===== src/rtl/scanaddr_pkg.sv =====
package scanaddr_pkg;
  localparam int ROW_W = 10;
  localparam int REG_W = 8;
  localparam int REP_W = 5;

  typedef struct packed {
    logic [2*REG_W-1:0] start_word;
    logic [REG_W-1:0]   pitch;
    logic [ROW_W-1:0]   split_row;
    logic [ROW_W-1:0]   last_line;
    logic               dbl;
    logic [REP_W-1:0]   reps;
    logic [1:0]         adv_mask;
    logic               lo_en;
    logic               lo_alt;
    logic               hi_en;
  } scan_cfg_t;
endpackage


===== src/rtl/scanaddr_cfg.sv =====
module scanaddr_cfg
  import scanaddr_pkg::*;
(
  input  logic [REG_W-1:0] start_hi,
  input  logic [REG_W-1:0] start_lo,
  input  logic [REG_W-1:0] row_pitch,
  input  logic [REG_W-1:0] split_lo,
  input  logic             split_b8,
  input  logic             split_b9,
  input  logic [REG_W-1:0] vend_lo,
  input  logic             vend_b8,
  input  logic             vend_b9,
  input  logic             dbl_scan,
  input  logic [REP_W-1:0] rep_count,
  input  logic             wide_color,
  input  logic [1:0]       step_sel,
  input  logic             alt_hi,
  output scan_cfg_t        cfg
);
  always_comb begin
    cfg.start_word = {start_hi, start_lo};
    cfg.pitch      = row_pitch;
    cfg.split_row  = {split_b9, split_b8, split_lo};
    cfg.last_line  = {vend_b9, vend_b8, vend_lo};
    cfg.dbl        = dbl_scan;
    cfg.reps       = wide_color ? rep_count : '0;
    cfg.adv_mask   = step_sel ^ 2'b11;
    cfg.lo_en      = ~step_sel[0];
    cfg.lo_alt     = alt_hi;
    cfg.hi_en      = ~step_sel[1];
  end
endmodule


===== src/rtl/scanaddr_repeat.sv =====
module scanaddr_repeat #(
  parameter int REP_W = 5
) (
  input  logic             clk,
  input  logic             rst,
  input  logic             restart,
  input  logic             scan,
  input  logic             dbl,
  input  logic [REP_W-1:0] reps,
  output logic             row_step
);
  logic             phase_q;
  logic [REP_W-1:0] cnt_q;
  logic             pair_done;

  assign pair_done = ~dbl | phase_q;
  assign row_step  = pair_done & (cnt_q == '0);

  always_ff @(posedge clk) begin
    if (rst) begin
      phase_q <= 1'b0;
      cnt_q   <= '0;
    end else if (restart) begin
      phase_q <= 1'b0;
      cnt_q   <= reps;
    end else if (scan) begin
      if (pair_done) begin
        phase_q <= 1'b0;
        cnt_q   <= (cnt_q == '0) ? reps : cnt_q - 1'b1;
      end else begin
        phase_q <= 1'b1;
      end
    end
  end
endmodule


===== src/rtl/scanaddr_subst.sv =====
module scanaddr_subst #(
  parameter int ADDR_W = 18
) (
  input  logic [ADDR_W-1:0] base,
  input  logic [1:0]        row_lsb,
  input  logic              lo_en,
  input  logic              lo_alt,
  input  logic              hi_en,
  output logic [ADDR_W-1:0] addr
);
  for (genvar i = 0; i < ADDR_W; i++) begin : g_bit
    if (i == 14) begin : g_b14
      assign addr[i] = (lo_en & ~lo_alt) ? row_lsb[0] : base[i];
    end else if (i == 15) begin : g_b15
      assign addr[i] = hi_en ? row_lsb[1] :
                       (lo_en & lo_alt) ? row_lsb[0] : base[i];
    end else begin : g_pass
      assign addr[i] = base[i];
    end
  end
endmodule


===== src/rtl/scanaddr_gen.sv =====
module scanaddr_gen
  import scanaddr_pkg::*;
#(
  parameter int ADDR_W      = 18,
  parameter int PITCH_SHIFT = 3
) (
  input  logic                 clk,
  input  logic                 rst,
  input  logic                 frame_start,
  input  logic                 line_start,
  input  logic [7:0]           start_hi,
  input  logic [7:0]           start_lo,
  input  logic [7:0]           row_pitch,
  input  logic [7:0]           split_lo,
  input  logic                 split_b8,
  input  logic                 split_b9,
  input  logic [7:0]           vend_lo,
  input  logic                 vend_b8,
  input  logic                 vend_b9,
  input  logic                 dbl_scan,
  input  logic [4:0]           rep_count,
  input  logic                 wide_color,
  input  logic [1:0]           step_sel,
  input  logic                 alt_hi,
  output logic [ADDR_W-1:0]    line_addr_o,
  output logic [9:0]           row_o,
  output logic                 disp_end_o
);
  localparam int SCAN_W = ROW_W + 1;

  scan_cfg_t         cfg;
  logic [ROW_W-1:0]  row_q;
  logic [SCAN_W-1:0] scan_q;
  logic [SCAN_W-1:0] height;
  logic [ADDR_W-1:0] base_q;
  logic [ADDR_W-1:0] base_load;
  logic [ADDR_W-1:0] pitch_bytes;
  logic [ADDR_W-1:0] shown_addr;
  logic              active;
  logic              take_line;
  logic              row_step;
  logic              step_ok;

  scanaddr_cfg u_cfg (
    .start_hi(start_hi), .start_lo(start_lo), .row_pitch(row_pitch),
    .split_lo(split_lo), .split_b8(split_b8), .split_b9(split_b9),
    .vend_lo(vend_lo), .vend_b8(vend_b8), .vend_b9(vend_b9),
    .dbl_scan(dbl_scan), .rep_count(rep_count), .wide_color(wide_color),
    .step_sel(step_sel), .alt_hi(alt_hi), .cfg(cfg)
  );

  assign height      = {1'b0, cfg.last_line} + 1'b1;
  assign active      = scan_q < height;
  assign take_line   = line_start & ~frame_start;
  assign base_load   = ADDR_W'({cfg.start_word, 2'b00});
  assign pitch_bytes = ADDR_W'(cfg.pitch) << PITCH_SHIFT;
  assign step_ok     = (row_q[1:0] & cfg.adv_mask) == cfg.adv_mask;

  scanaddr_repeat #(.REP_W(REP_W)) u_rep (
    .clk(clk), .rst(rst), .restart(frame_start),
    .scan(take_line & active), .dbl(cfg.dbl), .reps(cfg.reps),
    .row_step(row_step)
  );

  scanaddr_subst #(.ADDR_W(ADDR_W)) u_sub (
    .base(base_q), .row_lsb(row_q[1:0]), .lo_en(cfg.lo_en),
    .lo_alt(cfg.lo_alt), .hi_en(cfg.hi_en), .addr(shown_addr)
  );

  always_ff @(posedge clk) begin
    if (rst) begin
      row_q       <= '0;
      scan_q      <= '0;
      base_q      <= '0;
      line_addr_o <= '0;
      row_o       <= '0;
      disp_end_o  <= 1'b0;
    end else if (frame_start) begin
      row_q      <= '0;
      scan_q     <= '0;
      base_q     <= base_load;
      disp_end_o <= 1'b0;
    end else if (take_line) begin
      if (active) begin
        line_addr_o <= shown_addr;
        row_o       <= row_q;
        disp_end_o  <= 1'b0;
        scan_q      <= scan_q + 1'b1;
        if (row_step) begin
          row_q <= row_q + 1'b1;
          if (row_q == cfg.split_row)
            base_q <= '0;
          else if (step_ok)
            base_q <= base_q + pitch_bytes;
        end
      end else begin
        disp_end_o <= 1'b1;
      end
    end
  end
endmodule


===== config.mk =====
export PLATFORM = sky130hd
export DESIGN_NAME = scanaddr_gen
export DESIGN_NICKNAME = d
export VERILOG_FILES = /design/src/rtl/scanaddr_pkg.sv /design/src/rtl/scanaddr_cfg.sv /design/src/rtl/scanaddr_repeat.sv /design/src/rtl/scanaddr_subst.sv /design/src/rtl/scanaddr_gen.sv
export SDC_FILE = /design/constraint.sdc
export NUM_CORES = 1
export LEC_CHECK = 0
export BUFFER_PORTS_ARGS = -buffer_cell sky130_fd_sc_hd__buf_2
export CORE_MARGIN = 2
export CORE_UTILIZATION = 60
export DETAILED_ROUTE_END_ITERATION = 12
export PLACE_DENSITY = 0.82
export SLEW_MARGIN = 25
export SYNTH_ARGS = -nofsm -noshare
export SYNTH_HDL_FRONTEND = slang
export SYNTH_HIERARCHICAL = 1
export SYNTH_SLANG_ARGS = --single-unit

===== constraint.sdc =====
create_clock -name clk -period 4.7 [get_ports clk]
set_clock_uncertainty 0.15 [all_clocks]
set_input_delay 0.235 -clock clk [delete_from_list [all_inputs] [get_ports clk]]
set_output_delay 0.235 -clock clk [all_outputs]
set_load 0.005 [all_outputs]

==> results.py, run 1 <==
metrics = {
    "synth": {
        "muxShareOfSynthArea": 0.00775,
        "synth_xor_area_frac": 0.0711,
        "synth_compound_area_frac": 0.172,
        "synth_area_mm2": 0.00468,
        "synth-main-ff-cell": "dfxtp_1",
        "synth_warnings": 6,
        "synth_fa_ha_area_frac": 0.0631,
        "yosys.area_share.simple": 0.240,
        "avgSynthCellArea_um2": 8.16,
        "synth_top_family_by_area": "simple AND/OR/NAND/NOR gates",
        "synth_cell_type_count": 63,
        "async_flop_share": 0,
        "ys_ff_latch": 74,
        "synth.net_count": 655,
        "ys_seq_area_frac": 0.316,
        "synth_edf_count": 0,
        "syn_inst": 574,
    },
    "setup_path": {
        "crit_type": "input pin to flop",
        "rr_worst_depth": 10,
        "crit_slowest_cell": "nor3_4",
        "start_kind": "input pin",
        "crit_arrival_ps": 3710,
        "worst-path-max-fanout": 32,
        "r2r-end": "u_rep/cnt_q[4]",
        "required_ps": 4790,
        "r2r_slack_ps": 1460,
        "cp-end-kind": "flop",
        "max_stage_delay_ps": 440,
        "regToRegStartpoint": "scan_q[6]",
        "crit_chain": "buf_2, ha_1, nand3_1, nor2_1, nand3_1, xor2_1, ha_1, and3_4, o21a_1, nor3_4, nand2_2, buf_4, inv_1, and4b_1, a21oi_1, o32ai_1",
    },
    "global_route": {
        "met3_usage": 0.0431,
        "grt_pass1_vias": 3903,
        "grt-busiest-layer": "met2",
        "met2_usage": 0.436,
        "grt_pass1_wl_um": 17500,
        "antenna_found_initial": 0,
        "grt-ovfl-total": 0,
        "grt_use_met1": 0.319,
        "grt.total_usage": 0.251,
        "grt_max_degree": 59,
    },
    "clocking": {
        "clock_sinks": 74,
        "clk_pin_slew_ps": 80,
        "cts_buffer_depth": 2,
        "numCtsBuffers": 9,
        "cts_tree": "built",
        "cts-resized-gates": 0,
        "worst_skew_pair.late_latency_ps": 350,
        "cts_htree_levels": 3,
        "cts_root_buf": "clkbuf_8",
    },
    "detailed_routing": {
        "viasPerCell": 5.78,
        "ant_nets": 0,
        "wl_um": 10300,
        "routed-via-count": 4031,
        "drtIter0Drc": 245,
        "drc": 0,
        "first_pass_iters": 4,
        "routedWlPerCell_um": 14.8,
    },
    "timing": {
        "setup_violations": 0,
        "fin_crit_ps": 3620,
        "relSlewSlack": 0.332,
        "fin_ws_ps": 1080,
        "clock.fmax_ghz": 0.276,
        "finalCritPeriodShare": 0.770,
        "final-hold-violation-count": 0,
        "rsz0062_at_grt": "no",
        "worstMarginPinSlew_ps": 1000,
        "drv_slew": 0,
        "setup_tns_ps": 0,
    },
    "floorplan": {
        "fp-row-count": 32,
        "dieArea_mm2": 0.00853,
        "boundaryPins": 87,
        "die_h_um": 92.4,
        "start_util": 0.612,
        "die_w_um": 92.4,
        "core_area_mm2": 0.00765,
    },
    "status": {
        "status": "complete, no violations",
    },
    "layout": {
        "layout-drive-gt1-share": 0.201,
        "fin_nets": 672,
        "final_cell_mix": "buf_2 (86), nand2_1 (76), dfxtp_1 (74)",
        "fillers": 662,
        "syn2layout_area_growth_pct": 5.56,
        "final_common_cell": "buf_2",
        "diodes": 0,
    },
    "power": {
        "clkPwrFrac": 0.389,
        "p_leak_nw": 2.01,
        "switching_share": 0.272,
        "ir_worst_vdd_mv": 0.211,
        "seq_power_share": 0.463,
        "p_sw_uw": 389,
        "p_int_mw": 1.04,
        "powerDensity_mw_per_mm2": 289,
        "comb_power_share": 0.148,
    },
    "min_path": {
        "hold_path_class": "input pin to flop",
        "min_from": "start_hi[4]",
        "hold_depth": 3,
        "hold_path_end": "base_q[14]",
    },
    "placed_design": {
        "preCtsSetupSlack_ps": 754,
        "hpwl_um": 7480,
        "gp_congestion": 0.839,
        "io_buffers": 86,
    },
    "job": {
        "maxCapViolCount": 0,
    },
}
-- worst max path at each step --
stage | startpoint | endpoint | slack (ps) | cells past startpoint
finish | vend_lo[0] | u_rep/cnt_q[4] | 1080 | 16
global route | vend_lo[0] | u_rep/cnt_q[0] | 800 | 16
detailed placement | vend_lo[0] | u_rep/cnt_q[4] | 750 | 16
global placement | vend_lo[0] | u_rep/cnt_q[0] | 930 | 16
floorplan | vend_lo[0] | u_rep/cnt_q[4] | 1420 | 16
CTS | vend_lo[0] | u_rep/cnt_q[4] | 1140 | 16
-- power by group through the flow --
stage | logic (mW) | registers (mW) | clock network [mW]
2_1_floorplan | 0.186 | 0.670 | 0
3_3_place_gp | 0.201 | 0.675 | 0
3_5_place_dp | 0.208 | 0.675 | 0
4_1_cts | 0.211 | 0.661 | 0.562
5_1_grt | 0.238 | 0.663 | 0.594
6_report | 0.212 | 0.661 | 0.555
-- cell type report --
cell class                 instances  area [um2]  area share
clock buffer                       9         124      0.0251
clock inverter                     7        98.8      0.0200
inverter                          11        41.3     0.00835
multi-input combinational        403        2590       0.524
sequential                        74        1480       0.300
tap                              102         128      0.0258
timing repair buffer              92         480      0.0972
-- flip-flops by register name, indices dropped and copies added (netlist names) --
name           count
row_q             10
line_addr_o       18
disp_end_o         1
u_rep/cnt_q        5
row_o             10
u_rep/phase_q      1
base_q            18
scan_q            11
-- per-layer routing --
layer  up-vias  routed length, um  share of wire
li1       1999                  -              -
met1      1875               4510           0.44
met2       142               5060           0.49
met3        15                618          0.060
met4         0                146          0.014
met5         -                  0              0
-- worst max-delay path, delay by kind of cell --
family | cells | cell delay [ps]
adder cells (fa/ha/maj) | 2 | 500
AND/OR/NAND/NOR | 7 | 1450
buffers and inverters | 3 | 770
XOR/XNOR | 1 | 150
AO/OA/AOI/OAI | 3 | 600
-- Yosys cell counts, types with 5 or more instances --
cell type | n | share of area
a21o_1 | 7 | 0.011
a21oi_1 | 54 | 0.058
a221oi_1 | 9 | 0.017
and2_1 | 11 | 0.015
and3_1 | 8 | 0.011
buf_2 | 6 | 0.0064
buf_4 | 64 | 0.10
clkbuf_1 | 15 | 0.012
dfxtp_1 | 74 | 0.32
ha_1 | 22 | 0.059
inv_1 | 11 | 0.0088
nand2_1 | 76 | 0.061
nand2b_1 | 9 | 0.012
nand3_1 | 19 | 0.020
nand4_1 | 15 | 0.020
nor2_1 | 29 | 0.023
nor2b_1 | 13 | 0.017
nor3_1 | 12 | 0.013
o21ai_0 | 12 | 0.013
o32ai_1 | 5 | 0.0094
or3_1 | 6 | 0.0080
xnor2_1 | 19 | 0.036
xor2_1 | 19 | 0.036
-- stage by stage --
stage               utilization  total power [mW]  hold slack [ps]  std cells  area, um2
floorplan                     -             0.856              154        574       4680
global route              0.646              1.50             77.1        698       4940
finish                    0.646              1.43             68.8        698       4940
global placement          0.615             0.875              290        680       4700
detailed placement        0.615             0.884              292        680       4700
CTS                       0.646              1.43             53.2        698       4940
-- kinds of logic (layout without fill, tap and decap cells) --
kind of cell               count (synthesis)  count (layout)
adders and majority gates                 23              23
AOI/OAI and AO/OA                        121             121
xor gates and xnor gates                  38              38
muxes                                      3               3
DFF                                       74              74
buffers and inverters                     97             119
and+or+nand+nor                          218             218
-- timing repair --
item                       in CTS  in global routing
buffers inserted                0                  0
hold endpoints to repair        2                  0
setup endpoints to repair       0                  0
hold buffers                    2                  0
Power figures use the tool's default switching activity.
==> run 2, diff against run 1 <==
--- a/config.mk
+++ b/config.mk
@@ -5,11 +5,12 @@
 export SDC_FILE = /design/constraint.sdc
 export NUM_CORES = 1
 export LEC_CHECK = 0
+export ABC_AREA = 1
 export BUFFER_PORTS_ARGS = -buffer_cell sky130_fd_sc_hd__buf_2
 export CORE_MARGIN = 2
-export CORE_UTILIZATION = 60
+export CORE_UTILIZATION = 58
 export DETAILED_ROUTE_END_ITERATION = 12
-export PLACE_DENSITY = 0.82
+export PLACE_DENSITY = 0.79
 export SLEW_MARGIN = 25
 export SYNTH_ARGS = -nofsm -noshare
 export SYNTH_HDL_FRONTEND = slang
==> constraint.sdc (replaced) <==
create_clock -name clk -period 3.6 [get_ports clk]
set_clock_uncertainty 0.15 [all_clocks]
set_input_delay 0.18 -clock clk [delete_from_list [all_inputs] [get_ports clk]]
set_output_delay 0.18 -clock clk [all_outputs]
set_load 0.005 [all_outputs]
==> run 2 against run 1 <==
  * Clock power up 31%
  * Critical endpoint is now base_q[2]
  * Highest routed layer unchanged
  * Via count increased by 26%
  * Critical path depth rose by 1
  * Largest cell class unchanged
==> results.py, run 2 <==
metrics = {
    "timing": {
        "rsz0062_at_grt": "no",
        "clock.fmax_ghz": 0.350,
        "hold_ws_ps": 1.63,
        "fin_crit_ps": 2860,
        "finalCritPeriodShare": 0.793,
        "final-hold-violation-count": 0,
        "setup_violations": 0,
        "setup_tns_ps": 0,
        "worstMarginPinSlew_ps": 1070,
        "fin_ws_ps": 744,
        "drv_slew": 0,
        "relSlewSlack": 0.284,
    },
    "synth": {
        "yosysTopAreaCell": "dfxtp_1",
        "ys_seq_area_frac": 0.279,
        "syn_inst": 842,
        "synth.net_count": 923,
        "synth_warnings": 6,
        "synth_area_mm2": 0.00531,
        "ys_ff_latch": 74,
        "synth_top_area_frac": 0.279,
        "synth_edf_count": 0,
        "synth_commonest_cells": "nand2_1 (227), nor2_1 (111), inv_1 (98)",
        "synth.most_common_cell": "nand2_1",
        "synth_cell_type_count": 33,
        "async_flop_share": 0,
        "synth-main-ff-cell": "dfxtp_1",
        "netlist_top_cells_area": "dfxtp_1 (28%), nand2_1 (16%), buf_4 (9.2%), nor2_1 (7.8%), inv_1 (6.9%)",
        "avgSynthCellArea_um2": 6.31,
    },
    "global_route": {
        "grt_max_degree": 49,
        "grt_pass1_vias": 4820,
        "grt.total_usage": 0.257,
        "antenna_found_initial": 0,
        "grt-ovfl-total": 0,
        "grt_pass1_wl_um": 20800,
    },
    "min_path": {
        "hold_depth": 5,
        "hold_path_class": "input pin to flop",
    },
    "setup_path": {
        "max_stage_delay_ps": 560,
        "rr_worst_depth": 12,
        "cp_common_cell": "nand2_1",
        "start_kind": "input pin",
        "required_ps": 3690,
        "crit_chain": "buf_2, ha_1, nand3_1, nand3b_1, nor2_1, nand2_1, xor2_1, ha_1, nand2_1, a21oi_1, nor2_1, nand4_1, nand2_4, nand2_1, nand2_1, a21oi_1, dlygate4sd3_1",
        "crit_slowest_cell": "dlygate4sd3_1",
        "worst-path-max-fanout": 8,
        "crit_arrival_ps": 2950,
        "crit_type": "input pin to flop",
        "cp-end-kind": "flop",
    },
    "layout": {
        "layout-drive-gt1-share": 0.156,
        "multi_input_area_mm2": 0.00283,
        "final_cell_mix": "nand2_1 (227), nor2_1 (111), inv_1 (97)",
        "final_common_cell": "nand2_1",
        "fillers": 793,
        "syn2layout_area_growth_pct": 6.52,
        "fin_nets": 952,
        "diodes": 0,
        "seqCellArea_mm2": 0.00148,
        "reg_top3": "base_q (18), line_addr_o (18), scan_q (11)",
    },
    "floorplan": {
        "boundaryPins": 87,
        "fp-row-count": 34,
        "start_util": 0.603,
        "die_w_um": 99.7,
        "die_h_um": 99.7,
        "core_area_mm2": 0.00881,
        "dieArea_mm2": 0.00994,
    },
    "status": {
        "status": "complete, no violations",
    },
    "power": {
        "powerDensity_mw_per_mm2": 361,
        "p_leak_nw": 2.88,
        "ir_worst_vdd_mv": 0.176,
    },
    "detailed_routing": {
        "first_pass_iters": 6,
        "viasPerCell": 5.17,
        "drc": 0,
        "routedWlPerCell_um": 12.6,
        "wl_um": 12400,
        "drtIter0Drc": 307,
        "routed-via-count": 5085,
        "ant_nets": 0,
    },
    "clocking": {
        "numCtsBuffers": 9,
        "cts_htree_levels": 3,
        "cts_tree": "built",
        "clk_pin_slew_ps": 80,
        "cts_root_buf": "clkbuf_8",
        "cts_buffer_depth": 2,
        "worst_skew_pair.late_latency_ps": 360,
        "clock_sinks": 74,
        "cts-resized-gates": 0,
    },
    "job": {
        "maxCapViolCount": 0,
    },
    "placed_design": {
        "hpwl_um": 9240,
        "io_buffers": 86,
        "gp_congestion": 0.905,
        "preCtsSetupSlack_ps": 524,
    },
}
-- run 2: cell types whose count changed after synthesis, sizes merged, moves of 15 or more --
cell	delta
o21ai	+32
nor2	+87
nand3	+36
a21oi	-15
inv	+97
nand2	+163
-- run 2: power by group --
part / total, mW / switching (mW) / internal [mW]
clock: 0.726 / 0.334 / 0.392
sequential: 0.899 / 0.0377 / 0.861
combinational: 0.418 / 0.253 / 0.165
-- run 2: timing repair --
| item | in CTS | in global routing |
|---|---|---|
| hold endpoints to repair | 9 | 0 |
| hold buffers | 10 | 0 |
| buffers inserted | 0 | 0 |
-- run 2: routing by layer --
layer | GRT usage | up-vias | wire length (um)
met5 | 0 | - | 0
met4 | 0.0917 | 0 | 161
met3 | 0.0583 | 16 | 842
met2 | 0.427 | 176 | 5850
met1 | 0.327 | 2262 | 5580
li1 | - | 2631 | -
-- run 2: stage by stage --
stage | std cells | total power, mW | instance area, um2 | util
6_report | 984 | 2.04 | 5660 | 0.643
2_1_floorplan | 842 | 1.25 | 5310 | -
4_1_cts | 984 | 2.05 | 5660 | 0.643
3_5_place_dp | 958 | 1.32 | 5340 | 0.607
5_1_grt | 984 | 2.15 | 5660 | 0.643
3_3_place_gp | 958 | 1.31 | 5340 | 0.607
-- run 2: final cells by class --
type / instances / area share
multi-input cells: 576 / 0.500
clock inverters: 6 / 0.0161
clock buffers: 10 / 0.0225
flip-flops and latches: 74 / 0.262
well taps: 108 / 0.0239
inverters: 109 / 0.0727
repair buffers: 101 / 0.103
-- run 2: final timing paths --
path	to	slack [ps]	startpoint
worst max-delay path	base_q[2]	740	vend_lo[0]
worst max register to register	base_q[2]	890	u_rep/cnt_q[0]
worst min-delay path	base_q[12]	2	start_hi[2]
worst min register to register	base_q[0]	300	base_q[0]
-- run 2: worst max-delay path, delay by kind of cell --
family	cells	cell delay [ps]
buffers and inverters	2	670
AND/OR/NAND/NOR	10	1340
adder cells (fa/ha/maj)	2	480
AO/OA/AOI/OAI	2	100
XOR/XNOR	1	150
-- run 2: cell families (layout without fill, tap and decap cells) --
logic type,count (synthesis),in the layout,share of synthesized area
AO/OA/AOI/OAI,87,87,0.0838
XOR/XNOR,22,22,0.0363
adder cells (fa/ha/maj),23,23,0.0556
buffers and inverters,192,226,0.188
flip-flops,74,74,0.279
AND/OR/NAND/NOR,444,444,0.357
